### src/rtl/exc_pkg.sv
package exc_pkg;
    // status word layout
    localparam int PSW      = 6;
    localparam int IL_LSB   = 0;
    localparam int IL_W     = 4;
    localparam int EXCM_BIT = 4;
    localparam int UM_BIT   = 5;

    typedef enum logic [1:0] {
        ENT_NONE,
        ENT_GEN,
        ENT_HIGH,
        ENT_DBG
    } entry_kind_e;
endpackage

### src/rtl/exc_irq_accept.sv
module exc_irq_accept #(
    parameter int                          NIRQ       = 8,
    parameter int                          LW         = 4,
    parameter int                          NUM_LEVELS = 6,
    parameter int                          NMI_LEVEL  = 7,
    parameter logic [NIRQ*LW-1:0]          IRQ_LEVELS = 32'h7654_3211
) (
    input  logic [LW-1:0]   lvl,
    input  logic [LW-1:0]   cur_il,
    input  logic [NIRQ-1:0] pend,
    input  logic [NIRQ-1:0] en,
    output logic            ok,
    output logic [NIRQ-1:0] nmi_mask
);
    localparam logic [LW-1:0] NMI_L = LW'(NMI_LEVEL);
    localparam logic [LW-1:0] TOP_L = LW'(NUM_LEVELS);

    logic [NIRQ-1:0] lvl_sel;

    for (genvar g = 0; g < NIRQ; g++) begin : g_line
        assign lvl_sel[g]  = (IRQ_LEVELS[g*LW +: LW] == lvl);
        assign nmi_mask[g] = (IRQ_LEVELS[g*LW +: LW] == NMI_L);
    end

    // masked levels need priority and a live line, the NMI level does not
    assign ok = ((lvl > cur_il) && (lvl <= TOP_L) && (|(lvl_sel & pend & en)))
              || (lvl == NMI_L);
endmodule

### src/rtl/exc_vec_sel.sv
module exc_vec_sel
    import exc_pkg::*;
#(
    parameter int               XLEN         = 32,
    parameter int               LW           = 4,
    parameter bit               RELOC        = 1'b1,
    parameter logic [XLEN-1:0]  DEF_VECBASE  = 32'h4000_0000,
    parameter logic [XLEN-1:0]  OFS_KERNEL   = 32'h300,
    parameter logic [XLEN-1:0]  OFS_USER     = 32'h340,
    parameter logic [XLEN-1:0]  OFS_DOUBLE   = 32'h3C0,
    parameter logic [XLEN-1:0]  OFS_LVL_BASE = 32'h180,
    parameter logic [XLEN-1:0]  OFS_LVL_STEP = 32'h40
) (
    input  entry_kind_e      kind,
    input  logic [LW-1:0]    lvl,
    input  logic             excm,
    input  logic             um,
    input  logic [XLEN-1:0]  vecbase,
    output logic [XLEN-1:0]  target
);
    logic [XLEN-1:0] ofs;
    logic [XLEN-1:0] def_vec;

    always_comb begin
        unique case (kind)
            ENT_GEN:          ofs = excm ? OFS_DOUBLE : (um ? OFS_USER : OFS_KERNEL);
            ENT_HIGH, ENT_DBG: ofs = OFS_LVL_BASE + XLEN'(lvl - LW'(2)) * OFS_LVL_STEP;
            default:          ofs = '0;
        endcase
        def_vec = DEF_VECBASE + ofs;
    end

    // relocated vectors move with the live vector base
    if (RELOC) begin : g_reloc
        assign target = def_vec - DEF_VECBASE + vecbase;
    end else begin : g_fixed
        logic unused_base;
        assign unused_base = ^vecbase;
        assign target = def_vec;
    end
endmodule

### src/rtl/exc_entry_ctrl.sv
module exc_entry_ctrl
    import exc_pkg::*;
#(
    parameter int                  XLEN        = 32,
    parameter int                  CW          = 6,
    parameter int                  NIRQ        = 8,
    parameter int                  NUM_LEVELS  = 6,
    parameter int                  NMI_LEVEL   = 7,
    parameter int                  DEBUG_LEVEL = 6,
    parameter bit                  HAS_DEPC    = 1'b1,
    parameter bit                  RELOC       = 1'b1,
    parameter int                  L1_CAUSE    = 4,
    parameter logic [NIRQ*4-1:0]   IRQ_LEVELS  = 32'h7654_3211,
    parameter logic [XLEN-1:0]     DEF_VECBASE = 32'h4000_0000
) (
    input  logic                      clk,
    input  logic                      rst_n,
    input  logic [XLEN-1:0]           cur_pc,
    input  logic [XLEN-1:0]           vecbase,
    input  logic                      exc_req,
    input  logic [CW-1:0]             exc_cause,
    input  logic                      exc_has_addr,
    input  logic [XLEN-1:0]           exc_vaddr,
    input  logic                      dbg_req,
    input  logic [CW-1:0]             dbg_cause,
    input  logic [3:0]                irq_level,
    input  logic [NIRQ-1:0]           irq_pend,
    input  logic [NIRQ-1:0]           irq_en,
    input  logic                      wait_req,
    input  logic [3:0]                wait_level,
    input  logic                      status_wr,
    input  logic [5:0]                status_wdata,
    output logic [5:0]                status,
    output logic [NMI_LEVEL*XLEN-1:0] save_pc,
    output logic [NMI_LEVEL*6-1:0]    save_status,
    output logic [CW-1:0]             exc_cause_r,
    output logic [XLEN-1:0]           fault_addr,
    output logic [XLEN-1:0]           dbl_pc,
    output logic [CW-1:0]             dbg_cause_r,
    output logic [XLEN-1:0]           next_pc,
    output logic                      taken,
    output logic                      halt,
    output logic [NIRQ-1:0]           irq_clr
);
    localparam int            LW    = IL_W;
    localparam int            NLVL  = NMI_LEVEL;
    localparam logic [LW-1:0] DBG_L = LW'(DEBUG_LEVEL);
    localparam logic [LW-1:0] NMI_L = LW'(NMI_LEVEL);
    localparam logic [LW-1:0] ONE_L = LW'(1);

    typedef struct packed {
        logic [PSW-1:0]             ps;
        logic [NLVL:1][XLEN-1:0]    spc;
        logic [NLVL:1][PSW-1:0]     sps;
        logic [CW-1:0]              cause;
        logic [XLEN-1:0]            vaddr;
        logic [XLEN-1:0]            depc;
        logic [CW-1:0]              dcause;
        logic [XLEN-1:0]            npc;
        logic                       taken;
        logic                       halt;
        logic [NIRQ-1:0]            iclr;
    } state_t;

    state_t          state_d, state_q;
    entry_kind_e     kind;
    logic [LW-1:0]   sel_lvl;
    logic [CW-1:0]   gen_cause;
    logic            irq_ok;
    logic [NIRQ-1:0] nmi_mask;
    logic [XLEN-1:0] vec;
    logic [LW-1:0]   cur_il;
    logic            cur_excm;

    assign cur_il   = state_q.ps[IL_LSB +: IL_W];
    assign cur_excm = state_q.ps[EXCM_BIT];

    exc_irq_accept #(
        .NIRQ(NIRQ), .LW(LW), .NUM_LEVELS(NUM_LEVELS),
        .NMI_LEVEL(NMI_LEVEL), .IRQ_LEVELS(IRQ_LEVELS)
    ) accept_i (
        .lvl(irq_level), .cur_il(cur_il), .pend(irq_pend), .en(irq_en),
        .ok(irq_ok), .nmi_mask(nmi_mask)
    );

    // exception over debug over interrupt
    always_comb begin
        kind      = ENT_NONE;
        sel_lvl   = '0;
        gen_cause = '0;
        if (exc_req) begin
            kind      = ENT_GEN;
            gen_cause = exc_cause;
        end else if (dbg_req && (cur_il < DBG_L)) begin
            kind    = ENT_DBG;
            sel_lvl = DBG_L;
        end else if (irq_ok) begin
            if (irq_level == ONE_L) begin
                kind      = ENT_GEN;
                gen_cause = CW'(L1_CAUSE);
            end else begin
                kind    = ENT_HIGH;
                sel_lvl = irq_level;
            end
        end
    end

    exc_vec_sel #(
        .XLEN(XLEN), .LW(LW), .RELOC(RELOC), .DEF_VECBASE(DEF_VECBASE)
    ) vec_i (
        .kind(kind), .lvl(sel_lvl), .excm(cur_excm),
        .um(state_q.ps[UM_BIT]), .vecbase(vecbase), .target(vec)
    );

    always_comb begin
        state_d       = state_q;
        state_d.taken = 1'b0;
        state_d.iclr  = '0;
        unique case (kind)
            ENT_GEN: begin

                if (cur_excm && HAS_DEPC) state_d.depc = cur_pc;
                else                      state_d.spc[1] = cur_pc;
                state_d.cause            = gen_cause;

                if (exc_req && exc_has_addr) state_d.vaddr = exc_vaddr;
                state_d.ps[EXCM_BIT]     = 1'b1;
                state_d.npc              = vec;
                state_d.taken            = 1'b1;
                state_d.halt             = 1'b0;
            end
            ENT_HIGH, ENT_DBG: begin

                state_d.spc[sel_lvl]            = cur_pc;
                state_d.sps[sel_lvl]            = state_q.ps;
                state_d.ps[IL_LSB +: IL_W]      = sel_lvl;
                state_d.ps[EXCM_BIT]            = 1'b1;
                if (kind == ENT_DBG) state_d.dcause = dbg_cause;

                if (sel_lvl == NMI_L) state_d.iclr = nmi_mask;
                state_d.npc   = vec;
                state_d.taken = 1'b1;
                state_d.halt  = 1'b0;
            end
            default: begin
                if (wait_req) begin

                    state_d.ps[IL_LSB +: IL_W] = wait_level;
                    state_d.halt               = 1'b1;
                end else if (status_wr) begin

                    state_d.ps = status_wdata;
                end
            end
        endcase
    end

    always_ff @(posedge clk or negedge rst_n) begin
        if (!rst_n) state_q <= '0;
        else        state_q <= state_d;
    end

    assign status      = state_q.ps;
    assign save_pc     = state_q.spc;
    assign save_status = state_q.sps;
    assign exc_cause_r = state_q.cause;
    assign fault_addr  = state_q.vaddr;
    assign dbl_pc      = state_q.depc;
    assign dbg_cause_r = state_q.dcause;
    assign next_pc     = state_q.npc;
    assign taken       = state_q.taken;
    assign halt        = state_q.halt;
    assign irq_clr     = state_q.iclr;
endmodule

### config.mk
export PLATFORM = sky130hd
export DESIGN_NAME = exc_entry_ctrl
export DESIGN_NICKNAME = d
export VERILOG_FILES = /design/src/rtl/exc_pkg.sv /design/src/rtl/exc_irq_accept.sv /design/src/rtl/exc_vec_sel.sv /design/src/rtl/exc_entry_ctrl.sv
export SDC_FILE = /design/constraint.sdc
export NUM_CORES = 1
export LEC_CHECK = 0
export ABC_AREA = 1
export BUFFER_PORTS_ARGS = -buffer_cell sky130_fd_sc_hd__buf_4
export CAP_MARGIN = 30
export CORE_AREA = 2 2 207 209
export CTS_BUF_LIST = sky130_fd_sc_hd__clkbuf_4
export DETAILED_ROUTE_END_ITERATION = 10
export DIE_AREA = 0 0 209 211
export GPL_TIMING_DRIVEN = 0
export SLEW_MARGIN = 10
export SYNTH_ARGS = -nofsm -noshare
export SYNTH_HDL_FRONTEND = slang
export SYNTH_SLANG_ARGS = --single-unit
### constraint.sdc
create_clock -name clk -period 5.35 [get_ports clk]
set_clock_uncertainty 0.1 [all_clocks]
set_input_delay 1.07 -clock clk [delete_from_list [all_inputs] [get_ports clk]]
set_output_delay 1.07 -clock clk [all_outputs]
set_load 0.01 [all_outputs]
==> reports/qor.yml <==
critical_path:
  max_stage_delay_ps: 400
  worstPathRequired_ps: 5920
  cp_slowest_cell: "dfrtp_1"
  path_class: "register to register"
  rr_worst_depth: 26
  cp-start-kind: "register"
  r2r_slack_ps: 320
  crit_top_cell: "nand2_1"
  cp_max_fo: 9
  arrival_ps: 5600
  r2r-end: "next_pc[27]"
  reg2reg_from: "status[2]"
  endpoint_kind: "register"
min_path:
  hp-class: "input port to async pin"
cells_and_area:
  area_growth_pct: 37.4
  fin_util_pct: 52.7
  layout-drive-gt1-share_pct: 33.2
  multi_input_area_um2: 5690
  fin_cells: 2921
  n_fill_cell: 3961
  regArea_um2: 9580
  design_area_um2: 22000
  nets: 2492
cts:
  clk_latency_ps: 800
  cts-root-buf: "clkbuf_4"
  numCtsBuffers: 104
  cts_tree: "done"
  cts.htree.levels: 3
  cts_max_path_buffers: 3
  numClockSinks: 383
  holdBufCountCts: 0
  clkTransAtPathRegs_ps: 70
routing:
  first_pass_iters: 6
  vias: 14600
  ant_nets: 0
  vias_per_cell: 4.98
  drtIter0Drc: 987
  routed_wl_mm: 60.9
  drc_errors: 0
  post_drt_wl_per_cell_um: 20.9
synthesis:
  synth_seq_cells: 383
  synthTopCellsByArea: "dfrtp_1, nand2_1, o21ai_0"
  syn_area_per_cell_um2: 9.60
  ys.flop_type: "dfrtp_1"
  yosysTopAreaCell: "dfrtp_1"
  synth_top_area_share_pct: 59.8
  synth_edf_count: 0
  syn-cell-area_um2: 16000
  yosysUniqueCellTypes: 46
  synth_warnings: 0
  async_flop_share_pct: 100
  ys_seq_area_share_pct: 59.8
  syn_inst: 1668
sta:
  hold-worst-slack_ps: 205
  worst_slew_margin_rel_pct: 50.4
  setup_slack_ps: 320
  setup_viol: 0
  tns_ps: 0
  final_hold_viol_count: 0
  worstMarginPinSlew_ps: 744
  report.final.slew_viol_count: 0
  period_share_pct: 94.0
  rsz0062_at_grt: "false"
  min_period_ps: 5030
  fmaxAchievable_mhz: 199
global_route:
  grt.overflow.total: 0
  grt_pass1_wl_mm: 90.5
  grt_use_total_pct: 27.5
  antenna_found_initial: 1
  grt_max_degree: 111
  grt_pass1_vias: 14700
run:
  max_cap_viol_count: 0
die:
  dieArea_um2: 44100
  dieWidth_um: 209
  start_util_pct: 38.3
  die_h_um: 211
  io_pins: 535
  design.core.area_um2: 41800
  rows: 75
placed_design:
  place_congestion: 0.899
  dp_hpwl_mm: 46.5
  port_buffers: 523
  dp_cells: 2741
  dp_slack_ps: -479
  placed_area_um2: 20700
power:
  power.density_nw_per_um2: 514
  ir_worst_vdd_mv: 0.221
  power_leakage_nw: 11.5
  finalPower_mw: 11.3
outcome:
  status: "completed"
[sequential cells by signal, summed over array words and instances, names as in the netlist]
signal	cells
exc_cause_r	6
next_pc	32
dbg_cause_r	6
fault_addr	32
halt	1
status	6
save_status	42
save_pc	224
dbl_pc	32
taken	1
irq_clr	1
[layer usage]
layer | vias to the layer above | GRT usage, % | share of wire [%]
li1 | 6829 | - | -
met1 | 7020 | 32.9 | 40
met2 | 597 | 46.1 | 48
met3 | 112 | 8.53 | 8.7
met4 | 0 | 11.8 | 3.5
met5 | - | 0 | 0
[report_power, final]
part / switching (mW) / internal (mW) / leakage (nW)
combinational: 2.37 / 1.93 / 5.85
sequential: 0.627 / 3.88 / 4.89
clock: 1.22 / 1.27 / 0.739
total: 4.22 / 7.08 / 11.5
[layout by cell type (no fill, tap or decap), types with 10 or more instances in the layout]
cell / n
a21oi_1: 31
buf_2: 27
buf_4: 540
clkbuf_1: 31
clkbuf_4: 149
clkinv_1: 24
conb_1: 10
dfrtp_1: 383
ha_1: 38
inv_1: 81
mux2_2: 32
nand2_1: 506
nand3_1: 68
nor2_1: 50
o21a_1: 33
o21ai_0: 251
o21ai_1: 23
xnor2_1: 11
[cells by family after synthesis]
kind of cell               synth area share, %
AOI/OAI and AO/OA                         12.5
xor gates and xnor gates                 0.766
adders and majority gates                 3.09
buffers and inverters                     4.87
DFF                                       59.8
muxes                                     2.31
other                                   0.0469
and+or+nand+nor                           16.6
[Yosys cell counts, types with 6 or more instances]
master / instances
clkbuf_1: 31
dfrtp_1: 383
o21a_1: 33
o21bai_1: 6
nor3_1: 6
buf_2: 27
xnor2_1: 11
nor2_1: 52
a21oi_1: 31
ha_1: 38
inv_1: 81
nand4_1: 8
o21ai_1: 21
nand2_1: 506
mux2_2: 32
o21ai_0: 253
buf_4: 18
nand3_1: 69
[area by class of cell]
class                      instances  area share (%)
inverter                          88            1.51
clock inverter                    29           0.574
timing repair buffer             526            18.3
antenna                            2          0.0228
sequential                       383            43.6
tap                              539            3.07
buffer                            86            2.04
multi-input combinational       1119            25.9
clock buffer                     149            5.09
[worst max path at each step]
stage	to	slack [ps]	startpoint
6_report	next_pc[27]	320	status[2]
4_1_cts	next_pc[27]	40	status[3]
3_3_place_gp	save_pc[29]	-680	rst_n
5_1_grt	next_pc[27]	40	status[2]
2_1_floorplan	next_pc[27]	760	irq_level[0]
3_5_place_dp	next_pc[27]	-480	irq_level[0]
[worst max-delay path, delay by kind of cell (launching register included)]
kind	cells	cell delay [ps]
simple gates	13	1590
fa+ha+maj	4	1230
compound gates	4	860
buf+inv	5	740
flops	1	400
[what timing repair did]
action	in CTS	in global routing
resized for setup	1	6
endpoints found under the setup margin	5	10
cloned	0	0
setup buffers	0	0
Note: power is estimated with default switching activity, not from simulation.
